## src/rtl/gpio_irq_pkg.sv

```systemverilog
package gpio_irq_pkg;
  localparam int PIN_COUNT   = 32;
  localparam int HALF_PINS   = PIN_COUNT / 2;
  localparam int SENSE_W     = 2;
  localparam int CFG_W       = HALF_PINS * SENSE_W;
  localparam int ADDR_W      = 8;
  localparam int SYNC_STAGES = 2;
  localparam int DIRECT_IRQS = 8;

  localparam logic [ADDR_W-1:0] OFF_DATA   = 8'h00;
  localparam logic [ADDR_W-1:0] OFF_DIR    = 8'h04;
  localparam logic [ADDR_W-1:0] OFF_PAD    = 8'h08;
  localparam logic [ADDR_W-1:0] OFF_CFGLO  = 8'h0C;
  localparam logic [ADDR_W-1:0] OFF_CFGHI  = 8'h10;
  localparam logic [ADDR_W-1:0] OFF_MASK   = 8'h14;
  localparam logic [ADDR_W-1:0] OFF_STAT   = 8'h18;
  localparam logic [ADDR_W-1:0] OFF_EDGE   = 8'h1C;
  localparam logic [ADDR_W-1:0] OFF_SET    = 8'h84;
  localparam logic [ADDR_W-1:0] OFF_CLR    = 8'h88;
  localparam logic [ADDR_W-1:0] OFF_TOG    = 8'h8C;

  typedef enum logic [3:0] {
    RD_ZERO, RD_DATA, RD_DIR, RD_PAD, RD_CFGLO,
    RD_CFGHI, RD_MASK, RD_STAT, RD_EDGE
  } rd_sel_e;

  typedef enum logic [SENSE_W-1:0] {
    SENSE_LOW  = 2'b00,
    SENSE_HIGH = 2'b01,
    SENSE_RISE = 2'b10,
    SENSE_FALL = 2'b11
  } sense_e;

  typedef struct packed {
    logic    wrData;
    logic    wrDir;
    logic    wrCfgLo;
    logic    wrCfgHi;
    logic    wrMask;
    logic    wrStat;
    logic    wrEdge;
    logic    wrSet;
    logic    wrClr;
    logic    wrTog;
    rd_sel_e rdSel;
  } ctrl_strobe_t;

  function automatic logic senseHit(input logic [SENSE_W-1:0] mode,
                                    input logic lvl, input logic prv);
    case (sense_e'(mode))
      SENSE_LOW:  senseHit = ~lvl;
      SENSE_HIGH: senseHit = lvl;
      SENSE_RISE: senseHit = lvl & ~prv;
      default:    senseHit = ~lvl & prv;
    endcase
  endfunction
endpackage

```

## src/rtl/gpio_irq_ctrl.sv

```systemverilog
module gpio_irq_ctrl
  import gpio_irq_pkg::*;
(
  input  logic              busWe,
  input  logic [ADDR_W-1:0] busAddr,
  output ctrl_strobe_t      strobe
);
  always_comb begin
    strobe       = '0;
    strobe.rdSel = RD_ZERO;
    case (busAddr)
      OFF_DATA:  begin strobe.rdSel = RD_DATA;  strobe.wrData  = busWe; end
      OFF_DIR:   begin strobe.rdSel = RD_DIR;   strobe.wrDir   = busWe; end
      OFF_PAD:   strobe.rdSel = RD_PAD;
      OFF_CFGLO: begin strobe.rdSel = RD_CFGLO; strobe.wrCfgLo = busWe; end
      OFF_CFGHI: begin strobe.rdSel = RD_CFGHI; strobe.wrCfgHi = busWe; end
      OFF_MASK:  begin strobe.rdSel = RD_MASK;  strobe.wrMask  = busWe; end
      OFF_STAT:  begin strobe.rdSel = RD_STAT;  strobe.wrStat  = busWe; end
      OFF_EDGE:  begin strobe.rdSel = RD_EDGE;  strobe.wrEdge  = busWe; end
      OFF_SET:   strobe.wrSet = busWe;
      OFF_CLR:   strobe.wrClr = busWe;
      OFF_TOG:   strobe.wrTog = busWe;
      default:   ;
    endcase
  end

  // one address selects at most one target register per write
  always_comb begin
    a_r13_single_target: assert ($onehot0({strobe.wrData, strobe.wrDir, strobe.wrCfgLo,
                                            strobe.wrCfgHi, strobe.wrMask, strobe.wrStat,
                                            strobe.wrEdge, strobe.wrSet, strobe.wrClr,
                                            strobe.wrTog}));
  end
endmodule

```

## src/rtl/gpio_irq_datapath.sv

```systemverilog
module gpio_irq_datapath
  import gpio_irq_pkg::*;
(
  input  logic                   clk,
  input  logic                   rst_n,
  input  ctrl_strobe_t           strobe,
  input  logic [PIN_COUNT-1:0]   busWdata,
  output logic [PIN_COUNT-1:0]   busRdata,
  input  logic [PIN_COUNT-1:0]   padIn,
  output logic [PIN_COUNT-1:0]   padOut,
  output logic [PIN_COUNT-1:0]   padOe,
  output logic                   irqLow,
  output logic                   irqHigh,
  output logic [DIRECT_IRQS-1:0] irqPin
);
  logic [PIN_COUNT-1:0] dataQ, dirQ, maskQ, statusQ, edgeQ, prevQ;
  logic [CFG_W-1:0]     cfgLoQ, cfgHiQ;
  logic [PIN_COUNT-1:0] syncQ [SYNC_STAGES];
  logic [PIN_COUNT-1:0] syncLvl, eventVec, clrVec, pendVec;

  assign syncLvl = syncQ[SYNC_STAGES-1];
  assign clrVec  = strobe.wrStat ? busWdata : '0;

  // Input synchroniser and previous-level history
  always_ff @(posedge clk or negedge rst_n) begin
    if (!rst_n) begin
      for (int s = 0; s < SYNC_STAGES; s++) syncQ[s] <= '0;
      prevQ <= '0;
    end else begin
      syncQ[0] <= padIn;
      for (int s = 1; s < SYNC_STAGES; s++) syncQ[s] <= syncQ[s-1];
      prevQ <= syncLvl;
    end
  end

  // Per-pin event detection; the sense field comes from the half-word owning the pin
  for (genvar p = 0; p < PIN_COUNT; p++) begin : g_pin
    localparam int SLOT = p % HALF_PINS;
    logic [SENSE_W-1:0] mode;
    if (p < HALF_PINS) begin : g_lo
      assign mode = cfgLoQ[SENSE_W*SLOT +: SENSE_W];
    end else begin : g_hi
      assign mode = cfgHiQ[SENSE_W*SLOT +: SENSE_W];
    end
    assign eventVec[p] = edgeQ[p] ? (syncLvl[p] ^ prevQ[p])
                                  : senseHit(mode, syncLvl[p], prevQ[p]);
  end

  // Register file
  always_ff @(posedge clk or negedge rst_n) begin
    if (!rst_n) begin
      dataQ   <= '0;
      dirQ    <= '0;
      cfgLoQ  <= '0;
      cfgHiQ  <= '0;
      maskQ   <= '0;
      statusQ <= '0;
      edgeQ   <= '0;
    end else begin
      if (strobe.wrData)  dataQ  <= busWdata;
      if (strobe.wrSet)   dataQ  <= dataQ | busWdata;
      if (strobe.wrClr)   dataQ  <= dataQ & ~busWdata;
      if (strobe.wrTog)   dataQ  <= dataQ ^ busWdata;
      if (strobe.wrDir)   dirQ   <= busWdata;
      if (strobe.wrCfgLo) cfgLoQ <= busWdata[CFG_W-1:0];
      if (strobe.wrCfgHi) cfgHiQ <= busWdata[CFG_W-1:0];
      if (strobe.wrMask)  maskQ  <= busWdata;
      if (strobe.wrEdge)  edgeQ  <= busWdata;
      statusQ <= (statusQ & ~clrVec) | eventVec;
    end
  end

  always_comb begin
    case (strobe.rdSel)
      RD_DATA:  busRdata = dataQ;
      RD_DIR:   busRdata = dirQ;
      RD_PAD:   busRdata = syncLvl;
      RD_CFGLO: busRdata = PIN_COUNT'(cfgLoQ);
      RD_CFGHI: busRdata = PIN_COUNT'(cfgHiQ);
      RD_MASK:  busRdata = maskQ;
      RD_STAT:  busRdata = statusQ;
      RD_EDGE:  busRdata = edgeQ;
      default:  busRdata = '0;
    endcase
  end

  assign padOut  = dataQ;
  assign padOe   = dirQ;
  assign pendVec = statusQ & maskQ;
  assign irqLow  = |pendVec[HALF_PINS-1:0];
  assign irqHigh = |pendVec[PIN_COUNT-1:HALF_PINS];
  assign irqPin  = pendVec[DIRECT_IRQS-1:0];

  // a status bit that is set and not cleared stays set
  a_r9_status_sticky: assert property (@(posedge clk) disable iff (!rst_n)
    1'b1 |=> (($past(statusQ) & ~$past(clrVec) & ~statusQ) == '0));
  // every detected event is visible in status next cycle, clear or not
  a_r10_event_wins: assert property (@(posedge clk) disable iff (!rst_n)
    (|eventVec) |=> ((statusQ & $past(eventVec)) == $past(eventVec)));
  // set alias only ever raises bits
  a_r4_set_raises: assert property (@(posedge clk) disable iff (!rst_n)
    strobe.wrSet |=> ((dataQ & $past(busWdata)) == $past(busWdata)));
  // clear alias drops exactly the written ones
  a_r4_clr_drops: assert property (@(posedge clk) disable iff (!rst_n)
    strobe.wrClr |=> (dataQ == ($past(dataQ) & ~$past(busWdata))));
  // toggle alias flips exactly the written ones
  a_r4_tog_flips: assert property (@(posedge clk) disable iff (!rst_n)
    strobe.wrTog |=> (dataQ == ($past(dataQ) ^ $past(busWdata))));
  // an edge-selected pin with a stable level raises no event
  a_r8_edge_quiet: assert property (@(posedge clk) disable iff (!rst_n)
    ((eventVec & edgeQ & ~(syncLvl ^ prevQ)) == '0));
endmodule

```

## src/rtl/gpio_irq_port.sv

```systemverilog
module gpio_irq_port
  import gpio_irq_pkg::*;
(
  input  logic                   clk,
  input  logic                   rst_n,
  input  logic                   busWe,
  input  logic [ADDR_W-1:0]      busAddr,
  input  logic [PIN_COUNT-1:0]   busWdata,
  output logic [PIN_COUNT-1:0]   busRdata,
  input  logic [PIN_COUNT-1:0]   padIn,
  output logic [PIN_COUNT-1:0]   padOut,
  output logic [PIN_COUNT-1:0]   padOe,
  output logic                   irqLow,
  output logic                   irqHigh,
  output logic [DIRECT_IRQS-1:0] irqPin
);
  ctrl_strobe_t strobe;

  gpio_irq_ctrl u_ctrl (
    .busWe   (busWe),
    .busAddr (busAddr),
    .strobe  (strobe)
  );

  gpio_irq_datapath u_dp (
    .clk      (clk),
    .rst_n    (rst_n),
    .strobe   (strobe),
    .busWdata (busWdata),
    .busRdata (busRdata),
    .padIn    (padIn),
    .padOut   (padOut),
    .padOe    (padOe),
    .irqLow   (irqLow),
    .irqHigh  (irqHigh),
    .irqPin   (irqPin)
  );
endmodule

```

## config.mk

```make
export PLATFORM = sky130hd
export DESIGN_NAME = gpio_irq_port
export DESIGN_NICKNAME = d
export VERILOG_FILES = /design/src/rtl/gpio_irq_pkg.sv /design/src/rtl/gpio_irq_ctrl.sv /design/src/rtl/gpio_irq_datapath.sv /design/src/rtl/gpio_irq_port.sv
export SDC_FILE = /design/constraint.sdc
export NUM_CORES = 1
export LEC_CHECK = 0
export BUFFER_PORTS_ARGS = -buffer_cell sky130_fd_sc_hd__buf_2
export CAP_MARGIN = 0
export CORE_AREA = 4 4 177 179
export DETAILED_ROUTE_END_ITERATION = 16
export DIE_AREA = 0 0 181 183
export GPL_TIMING_DRIVEN = 0
export PLACE_DENSITY_LB_ADDON = 0.2
export SLEW_MARGIN = 5
export SYNTH_ARGS = -nofsm -noshare
export SYNTH_HDL_FRONTEND = slang
export SYNTH_SLANG_ARGS = --single-unit
```

## constraint.sdc

```tcl
create_clock -name clk -period 1.8 [get_ports clk]
set_clock_uncertainty 0.1 [all_clocks]
set_input_delay 0.09 -clock clk [delete_from_list [all_inputs] [get_ports clk]]
set_output_delay 0.09 -clock clk [all_outputs]
set_load 0.005 [all_outputs]
```

After elaboration in Yosys (flattened, before gate mapping)
Index checks and enable logic that the tools add are counted.

Reduce and logical (&&, ||, !) cells: 36. Mux-type cells: 81. Equal/unequal tests: 82. Bitwise gates (word level): 168.

Operators with widths (number): $pmux 32 s8 (1); $mux 32 (5); $and 32x32->32 (3); $pmux 1 s3 (32); $and 1x1->1 (64); $eq 2x1->1 const B (32); $eq 2x2->1 const B (32); $logic_not 2->1 (32); $not 1->1 (64); $not 32->32 (2); $or 32x32->32 (2); $mux 1 (42); $eq 8x5->1 const B (4); $pmux 4 s8 (1); $reduce_or 16->1 (2); $xor 1x1->1 (32); $xor 32x32->32 (1); $eq 8x8->1 const B (3); $eq 4x3->1 const B (4); $eq 8x4->1 const B (2); $eq 4x2->1 const B (2); $eq 8x3->1 const B (1); $logic_not 8->1 (1); $eq 4x1->1 const B (1); other kinds (2) (2).

Logic and storage cells: 377. Input bits: 75. Register bits after elaboration: 320. Output and inout port bits: 106.

Logic depth before layout (Yosys ltp)
Word-level depth: 6. Depth in mapped cells: 8. Gate-level depth less buffers: 6.

Modules after synthesis
From an unflattened synthesis, not the netlist that was laid out.

Cell total of the unflattened synthesis: 1580. Area, all modules: 17270.3 µm².

Modules (own cells, without submodules): gpio_irq_datapath (cells an instance 1550, area each 17035.1 µm², times used 1, sequential area each 8007.7 µm²); gpio_irq_ctrl (cells an instance 30, area each 235.2 µm², times used 1, sequential area each 0.0 µm²).

Worst setup path after synthesis
OpenSTA, ideal clock, no wires.

Kind: input -> register. Start: in busAddr[5]. End: reg u_dp.cfgLoQ[10]. Path slack: 178 ps. Data required time: 1575 ps. Data arrival time: 1398 ps. Stages on the path: 5. Library setup time: 125 ps. Path buffers: 1. Cells stage by stage: nor4_4 > nand2_1 > nor3_4 > buf_6 > mux2_2.

Cells in the longest elaborated chain, start to end: 2.

RTL lines: from (decl) (RTL line gpio_irq_port.sv:7) `input logic [ADDR_W-1:0] busAddr,`; $eq 8x4->1 (RTL line gpio_irq_ctrl.sv:11) `case (busAddr)`; $mux 1 (RTL line gpio_irq_ctrl.sv:11); to (signal assigned) (RTL line gpio_irq_datapath.sv:65) `if (strobe.wrCfgLo) cfgLoQ <= busWdata[CFG_W-1:0];`; to (decl) (RTL line gpio_irq_datapath.sv:17) `logic [CFG_W-1:0] cfgLoQ, cfgHiQ;`.

Every way passes these cells. A chain may end at the register's enable or synchronous reset.

Final worst setup path
Start: reg u_dp.syncQ (netlist bit u_dp.syncLvl[15]). End: out busRdata[15].

Cells in the longest elaborated chain, start to end: 1.

RTL lines: from (decl) (RTL line gpio_irq_datapath.sv:18) `logic [PIN_COUNT-1:0] syncQ [SYNC_STAGES];`; $pmux 32 s8 (RTL line gpio_irq_datapath.sv:74) `case (strobe.rdSel)`; to (decl) (RTL line gpio_irq_port.sv:9) `output logic [PIN_COUNT-1:0] busRdata,`.

Every way passes these cells.

==> impl_metrics.env <==
export IMPL_wl_per_cell_um=24.4
export IMPL_core_mm2=0.0296
export IMPL_pre_cts_slack_ns=-0.583
export IMPL_vias_per_cell=6.21
export IMPL_wl_mm=56.4
export IMPL_fillCellCount=1991
export IMPL_synth_distinct_cells=49
export IMPL_synth_async_reset_ratio_pct=100
export IMPL_insertion_delay_ns=0.53
export IMPL_seqCellArea_mm2=0.00807
export IMPL_ant_nets=0
export IMPL_p_leak_uw=0.0108
export IMPL_ir_drop_mv=0.814
export IMPL_setup_viol=34
export IMPL_drtIter0Drc=1678
export IMPL_cp_max_fo=2
export IMPL_grt_usage_pct=33.5
export IMPL_synth_top_area_share_pct=45.5
export IMPL_via_count=14300
export IMPL_fmax_mhz=480
export IMPL_syn_nets=1704
export IMPL_drive_above_1_share_pct=35.5
export IMPL_path_clk_slew_ns=0.06
export IMPL_synthCells=1501
export IMPL_std_cell_rows=63
export IMPL_multi_input_area_mm2=0.00882
export IMPL_final_cell_mix="dfrtp_1, buf_2, mux2_2"
export IMPL_cts_tree="built"
export IMPL_layout_setup_ws_ns=-0.282
export IMPL_dp_cells=2071
export IMPL_cts_max_level=2
export IMPL_fin_util_pct=74.6
export IMPL_hp_class="in -> async"
export IMPL_arrival_ns=1.89
export IMPL_cp_required_ns=1.61
export IMPL_gp_congestion=0.940
export IMPL_ios=181
export IMPL_netlist_area_mm2=0.0176
export IMPL_cts_sinks=320
export IMPL_dr_pass1_iters=7
export IMPL_clock_root_buffer="clkbuf_16"
export IMPL_start_kind="flop"
export IMPL_tns_ns=-6.33
export IMPL_power_density_mw_per_mm2=799
export IMPL_slew_viol_final=0
export IMPL_relSlewSlack_pct=29.8
export IMPL_grt_max_degree=108
export IMPL_timing_hold_ws_ns=-0.0160
export IMPL_final_common_cell="dfrtp_1"
export IMPL_crit_path_end_kind="primary output"
export IMPL_initial_core_util_pct=59.6
export IMPL_synth_area_top_cells="dfrtp_1, mux2_2, ha_1, mux2i_1, mux4_2"
export IMPL_drv_cap=0
export IMPL_fin_crit_sh_pct=116
export IMPL_syn_avg_cell_area_um2=11.7
export IMPL_critPathKind="reg -> out"
export IMPL_clock_path_buffers=3
export IMPL_rsz0062_at_grt="yes"
export IMPL_drc=0
export IMPL_cts_buffers_inserted=36
export IMPL_antenna_found_initial=4
export IMPL_tightest_slew_ns=1.05
export IMPL_synth_seq_cells=320
export IMPL_seq_area_frac_synth_pct=45.5
export IMPL_die_h_um=183
export IMPL_synth_warnings=0
export IMPL_hold_viol=6
export IMPL_grt_pass1_wl_mm=85.9
export IMPL_dieArea_mm2=0.0331
export IMPL_worstRegToRegCells=8
export IMPL_grt_pass1_vias=14600
export IMPL_chipWidth_um=181
export IMPL_synth_edff_count=0
export IMPL_ys_flop_type="dfrtp_1"
export IMPL_area_growth_pct=25.2
export IMPL_violations="hold timing, setup timing"
export IMPL_period_needed_ns=2.08
export IMPL_grt_ovfl_total=0
export IMPL_power_uw=17600
export IMPL_synth_top_area_cell="dfrtp_1"
export IMPL_layout_cells_non_filler=2310
export IMPL_status="complete, but fails checks"
export IMPL_num_nets_final=2101
export IMPL_port_buffers=177
export IMPL_dp_hpwl_mm=37.9
[final timing paths]
kind | to | slack [ns] | start
worst max register to register | u_dp.padOut[25] | 0.06 | u_dp.padOut[25]
worst max-delay path | busRdata[15] | -0.28 | u_dp.syncLvl[15]
worst min register to register | u_dp.syncLvl[12] | 0.25 | u_dp.syncQ[44]
min in group clk | u_dp.statusQ[15] | 0.06 | busWe
max in group asynchronous | u_dp.cfgLoQ[4] | 0.32 | rst_n
worst min-delay path | u_dp.syncQ[60] | -0.02 | rst_n
[power breakdown]
| group | internal, uW | total, uW | switching (uW) | leakage, uW |
|---|---|---|---|---|
| clock | 4450 | 7410 | 2970 | 0.000577 |
| sequential | 7510 | 7780 | 270 | 0.00396 |
| combinational | 1130 | 2440 | 1300 | 0.00624 |
| total | 13100 | 17600 | 4540 | 0.0108 |
[synthesized netlist by cell type (5+ instances only)]
cell       number
mux2i_1       146
a31o_2          5
mux2_2        156
buf_1          14
or2_2           8
o211ai_1        8
a22oi_1        25
a22o_1          5
nand2_1       104
o2bb2ai_1      28
o22ai_1        50
nor2_1          9
buf_6           6
buf_2          18
o21ai_0        62
buf_4          16
and3_1          6
mux2_1         11
dfrtp_1       320
a21oi_1        64
nand2b_1       12
xor2_1         29
a221oi_1        8
a32oi_1        26
inv_1         128
o31ai_1         5
ha_1          128
and2_1         10
mux4_2         30
clkbuf_1       31
[state kept, by name, indices dropped and copies added (netlist names)]
signal,flops
u_dp.padOe,32
u_dp.padOut,32
u_dp.statusQ,32
u_dp.syncQ,32
u_dp.cfgLoQ,32
u_dp.maskQ,32
u_dp.edgeQ,32
u_dp.cfgHiQ,32
u_dp.syncLvl,32
u_dp.prevQ,32
[routing by layer]
layer / global-route usage, % / share of wire, % / vias to the layer above
met5: 0 / 0.060 / -
met4: 14.7 / 4.8 / 6
met3: 9.52 / 11 / 182
met2: 51.7 / 45 / 828
met1: 44.9 / 39 / 7136
li1: - / - / 6187
[what timing repair did]
| item | CTS | global route |
|---|---|---|
| setup endpoints to repair | 34 | 40 |
| hold endpoints to repair | 438 | 0 |
| hold buffers | 66 | 0 |
| setup buffers | 99 | 14 |
| pin swaps | 10 | 11 |
| gates resized for setup | 106 | 11 |
[area by class of cell]
| type | count | area share (%) |
|---|---|---|
| repair buffers | 359 | 11.3 |
| clock buffers | 54 | 4.94 |
| diodes | 1 | 0.0113 |
| clock inverters | 5 | 0.374 |
| multi-input cells | 968 | 40.0 |
| well taps | 390 | 2.21 |
| inverters | 128 | 2.18 |
| plain buffers | 85 | 2.40 |
| flip-flops and latches | 320 | 36.6 |
[cell families after synthesis]
group / after synthesis / synth area share, %
compound gates: 297 / 11.1
xor+xnor: 30 / 1.49
fa+ha+maj: 128 / 9.09
buf+inv: 213 / 5.26
flops: 320 / 45.5
mux: 343 / 22.8
simple gates: 170 / 4.82
[critical path, cell delays in order (launching register included)]
cell and delay [ns]:
dfrtp_2 0.46, mux4_2 0.48, mux2i_1 0.19, a21oi_2 0.10, buf_2 0.14
[through the flow]
stage          area, um^2  hold WS, ns
2_1_floorplan       17600       -0.306
3_3_place_gp        19000       0.0978
3_5_place_dp        19100      -0.0188
4_1_cts             21900       0.0437
5_1_grt             22100       0.0277
6_report            22100      -0.0160
No activity file was read; power rests on OpenSTA's default activity.
